### src/rtl/tap_port.sv
module tap_port #(
  parameter int IR_W = 3,
  parameter int ID_W = 32,
  parameter logic [ID_W-1:0] ID_VALUE = 32'h1A5B_C0DF,
  parameter logic [IR_W-1:0] OP_IDCODE = 3'b001,
  parameter logic [IR_W-1:0] IR_CAPTURE = 3'b001
) (
  input  logic tck,
  input  logic por_n,
  input  logic tms,
  input  logic tdi,
  output logic tdo,
  output logic tdo_en
);

  typedef enum logic [3:0] {
    EXIT2_DR = 4'h0, EXIT1_DR = 4'h1, SHIFT_DR = 4'h2, PAUSE_DR = 4'h3,
    SEL_IR   = 4'h4, UPD_DR   = 4'h5, CAP_DR   = 4'h6, SEL_DR   = 4'h7,
    EXIT2_IR = 4'h8, EXIT1_IR = 4'h9, SHIFT_IR = 4'hA, PAUSE_IR = 4'hB,
    IDLE     = 4'hC, UPD_IR   = 4'hD, CAP_IR   = 4'hE, TLR      = 4'hF
  } tap_st_t;

  tap_st_t state, nxt;
  logic [IR_W-1:0] ir_shift, ir_reg;
  logic [ID_W-1:0] id_shift;
  logic            bypass;
  logic            sel_id;

  assign sel_id = (ir_reg == OP_IDCODE);

  always_comb begin
    case (state)
      TLR:      nxt = tms ? TLR      : IDLE;
      IDLE:     nxt = tms ? SEL_DR   : IDLE;
      SEL_DR:   nxt = tms ? SEL_IR   : CAP_DR;
      CAP_DR:   nxt = tms ? EXIT1_DR : SHIFT_DR;
      SHIFT_DR: nxt = tms ? EXIT1_DR : SHIFT_DR;
      EXIT1_DR: nxt = tms ? UPD_DR   : PAUSE_DR;
      PAUSE_DR: nxt = tms ? EXIT2_DR : PAUSE_DR;
      EXIT2_DR: nxt = tms ? UPD_DR   : SHIFT_DR;
      UPD_DR:   nxt = tms ? SEL_DR   : IDLE;
      SEL_IR:   nxt = tms ? TLR      : CAP_IR;
      CAP_IR:   nxt = tms ? EXIT1_IR : SHIFT_IR;
      SHIFT_IR: nxt = tms ? EXIT1_IR : SHIFT_IR;
      EXIT1_IR: nxt = tms ? UPD_IR   : PAUSE_IR;
      PAUSE_IR: nxt = tms ? EXIT2_IR : PAUSE_IR;
      EXIT2_IR: nxt = tms ? UPD_IR   : SHIFT_IR;
      UPD_IR:   nxt = tms ? SEL_DR   : IDLE;
      default:  nxt = TLR;
    endcase
  end

  always_ff @(posedge tck or negedge por_n)
    if (!por_n) state <= TLR;
    else        state <= nxt;

  always_ff @(posedge tck or negedge por_n)
    if (!por_n)                ir_shift <= IR_CAPTURE;
    else if (state == CAP_IR)   ir_shift <= IR_CAPTURE;
    else if (state == SHIFT_IR) ir_shift <= {tdi, ir_shift[IR_W-1:1]};

  always_ff @(posedge tck or negedge por_n)
    if (!por_n)                          id_shift <= '0;
    else if (state == CAP_DR && sel_id)   id_shift <= ID_VALUE;
    else if (state == SHIFT_DR && sel_id) id_shift <= {tdi, id_shift[ID_W-1:1]};

  always_ff @(posedge tck or negedge por_n)
    if (!por_n)                bypass <= 1'b0;
    else if (state == CAP_DR)   bypass <= 1'b0;
    else if (state == SHIFT_DR) bypass <= tdi;

  always_ff @(negedge tck or negedge por_n)
    if (!por_n)              ir_reg <= OP_IDCODE;
    else if (state == TLR)    ir_reg <= OP_IDCODE;
    else if (state == UPD_IR) ir_reg <= ir_shift;

  always_ff @(negedge tck or negedge por_n)
    if (!por_n) begin
      tdo    <= 1'b0;
      tdo_en <= 1'b0;
    end else begin
      tdo_en <= (state == SHIFT_IR) || (state == SHIFT_DR);
      case (state)
        SHIFT_IR: tdo <= ir_shift[0];
        SHIFT_DR: tdo <= sel_id ? id_shift[0] : bypass;
        default:  tdo <= 1'b0;
      endcase
    end

endmodule

### config.mk
export PLATFORM = sky130hd
export DESIGN_NAME = tap_port
export DESIGN_NICKNAME = d
export VERILOG_FILES = /design/src/rtl/tap_port.sv
export SDC_FILE = /design/constraint.sdc
export NUM_CORES = 1
export LEC_CHECK = 0
export BUFFER_PORTS_ARGS = -buffer_cell sky130_fd_sc_hd__buf_2
export CORE_UTILIZATION = 45
export DETAILED_ROUTE_END_ITERATION = 7
export SLEW_MARGIN = 10
export SYNTH_ARGS = -nofsm -noshare
export SYNTH_HDL_FRONTEND = slang
export SYNTH_SLANG_ARGS = --single-unit
### constraint.sdc
create_clock -name tck -period 4.3 [get_ports tck]
set_input_delay 0.86 -clock tck [delete_from_list [all_inputs] [get_ports tck]]
set_output_delay 0.86 -clock tck [all_outputs]
set_load 0.1 [all_outputs]
==> impl_metrics.sql <==
INSERT INTO impl_metrics (metric_group, metric, value, unit) VALUES
('status', 'run_status', 'finished clean', ''),
('synth', 'post_synth_and_or_nand_nor_area_fraction', '0.143', ''),
('timing', 'tns', '0', 'ns'),
('timing', 'rsz0062_at_grt', 'false', ''),
('synth', 'synth.yosys.warnings', '0', ''),
('die', 'io_count', '6', ''),
('die', 'die_w', '69.2', 'um'),
('finish', 'drive_above_1_share', '0.225', ''),
('finish', 'flip_flop_count_of_the_largest_register_after_layout', '32', ''),
('synth', 'synth.avg_cell_area', '11.1', 'sq um'),
('critical_path', 'critPathArrivalTime', '3.24', 'ns'),
('synth', 'yosys-top-cells-area', 'dfrtp_1 (43%), dfstp_2 (7.7%), mux2_4 (7.4%)', ''),
('drt', 'drt_first_pass_iters', '4', ''),
('synth', 'ys_seq_area_frac', '0.557', ''),
('synth', 'synth_top_area_frac', '0.431', ''),
('die', 'rows', '24', ''),
('synth', 'synth_top_family_by_area', 'simple AND/OR/NAND/NOR gates', ''),
('drt', 'detail_route.wl_per_cell', '14.8', 'um'),
('drt', 'viasPerCell', '5.48', ''),
('clock_tree', 'count_of_hold_fix_buffers_inserted_at_cts', '0', ''),
('synth', 'synth.area.mux_share', '0.124', ''),
('grt', 'overflow', '0', ''),
('grt', 'global_route_wire_length_before_repair', '6270', 'um'),
('synth', 'synth-seq-cells', '45', ''),
('clock_tree', 'cts.repair.resized', '0', ''),
('finish', 'area_taken_by_multi_input_logic_gates', '827', 'sq um'),
('timing', 'worst_slew_pin_slew', '0.482', 'ns'),
('finish', 'largest_register', 'id_shift', ''),
('critical_path', 'worstSetupPathType', 'flop to output port', ''),
('drt', 'total_detailed_routing_wirelength', '3530', 'um'),
('placement', 'hpwlAfterDp', '2170', 'um'),
('pwr', 'power.leakage', '0.985', 'nW'),
('clock_tree', 'root_buffer', 'clkbuf_8', ''),
('grt', 'grt_antenna_before_repair', '0', ''),
('clock_tree', 'clk_path_buf_depth', '2', ''),
('synth', 'postSynthCellCount', '184', ''),
('die', 'initial_utilization', '0.467', ''),
('pwr', 'report.power.total', '0.00162', 'W'),
('critical_path', 'critPathRequiredTime', '3.44', 'ns'),
('synth', 'yosys.cell_types.count', '28', ''),
('die', 'dieHeight', '69.2', 'um'),
('synth', 'synth_compound_area_frac', '0.137', ''),
('synth', 'synth_xor_area_frac', '0', ''),
('finish', 'seqCellArea', '1130', 'sq um'),
('drt', 'final_antenna_net_count', '0', ''),
('critical_path', 'ff2ff_setup_slack', '0.53', 'ns'),
('die', 'placeableCoreArea', '4350', 'sq um'),
('drt', 'drcViolationCount', '0', ''),
('critical_path', 'critical_path.startpoint_type', 'flop', ''),
('finish', 'number_of_antenna_repair_diodes', '0', ''),
('pwr', 'worst_ir_drop_vdd', '285', 'uV'),
('drt', 'detail_route.iter0.violations', '77', ''),
('grt', 'via_count_of_the_first_global_routing_pass', '1324', ''),
('clock_tree', 'tritoncts_clock_tree', 'yes', ''),
('run', 'max_cap_violations', '0', ''),
('critical_path', 'cp.buffers_inverters', '1', ''),
('synth', 'synth_fa_ha_area_frac', '0', ''),
('critical_path', 'end_kind', 'output port', ''),
('grt', 'grt_start_max_net_pins', '37', ''),
('die', 'design.die.area', '4790', 'sq um'),
('critical_path', 'critical-path-slowest-cell', 'buf_2', ''),
('finish', 'largestRegisters', 'id_shift x32, state x4', ''),
('timing', 'finalClockSkew', '0.0593', 'ns'),
('pwr', 'seq_power_share', '0.470', ''),
('synth', 'synth.largest_area_cell', 'dfrtp_1', ''),
('drt', 'vias', '1309', ''),
('clock_tree', 'clk-insertion-delay-late', '0.34', 'ns'),
('synth', 'cell_area_after_synthesis', '2030', 'sq um'),
('critical_path', 'max_stage_delay', '0.41', 'ns'),
('pwr', 'netSwitchingPower', '0.000617', 'W'),
('timing', 'finalSetupViolCount', '0', '');
==> per-layer routing <==
layer / vias to the layer above / track usage / share of wire
met4: 0 / 0.0726 / 0.015
met1: 652 / 0.218 / 0.49
met3: 5 / 0.0363 / 0.024
met5: - / 0 / 0
li1: 638 / - / -
met2: 14 / 0.265 / 0.47
==> final cells by class <==
| cell class | count | share of cell area |
|---|---|---|
| flip-flops and latches | 45 | 0.522 |
| multi-input cells | 122 | 0.381 |
| inverters | 2 | 0.00346 |
| well taps | 52 | 0.0300 |
| clock inverters | 1 | 0.00173 |
| clock buffers | 8 | 0.0369 |
| repair buffers | 9 | 0.0253 |
==> synthesized netlist by cell type, drive strengths merged (2+ instances only) <==
master and n:
dfrtp 35, nor2b 16, inv 3, o21ai 7
nor2 20, buf 5, clkbuf 9, nand2b 5
mux2 19, a31oi 17, dfrtn 4, nand2 10
nor3b 2, dfstp 6, a21oi 18
==> worst paths after layout <==
kind	from	to	cells after the start
min in group tck	ir_reg[0]	ir_reg[0]	2
worst min register to register	ir_reg[0]	ir_reg[0]	2
worst max-delay path	tdo	tdo	1
worst max register to register	ir_reg[0]	id_shift[29]	3
worst min-delay path	por_n	bypass	1
max in group asynchronous	por_n	ir_reg[0]	1
==> stage by stage <==
step / util / setup slack (ns) / hold WS [ns] / area (sq um) / cells
final: 0.499 / 0.201 / 0.450 / 2170 / 239
after global routing: 0.499 / 0.179 / 0.477 / 2170 / 239
after CTS: 0.499 / 0.189 / 0.456 / 2170 / 239
after detailed placement: 0.480 / 0.510 / 0.479 / 2090 / 231
after global placement: 0.480 / 0.512 / 0.474 / 2090 / 231
after floorplan: - / 0.341 / 0.430 / 2030 / 184
==> cells by family (layout without fill, tap and decap cells) <==
family / count (synthesis) / count (layout)
compound gates: 48 / 48
buf+inv: 17 / 20
simple gates: 55 / 55
flops: 45 / 45
mux: 19 / 19
==> power groups by stage <==
stage / combinational, W / clock (W) / sequential (W)
floorplan: 0.000518 / 0.00000291 / 0.000729
global placement: 0.000588 / 0.00000291 / 0.000761
detailed placement: 0.000614 / 0.00000291 / 0.000768
CTS: 0.000614 / 0.000261 / 0.000763
global route: 0.000678 / 0.000272 / 0.000792
finish: 0.000607 / 0.000253 / 0.000764
Note: power is estimated with default switching activity, not from simulation.
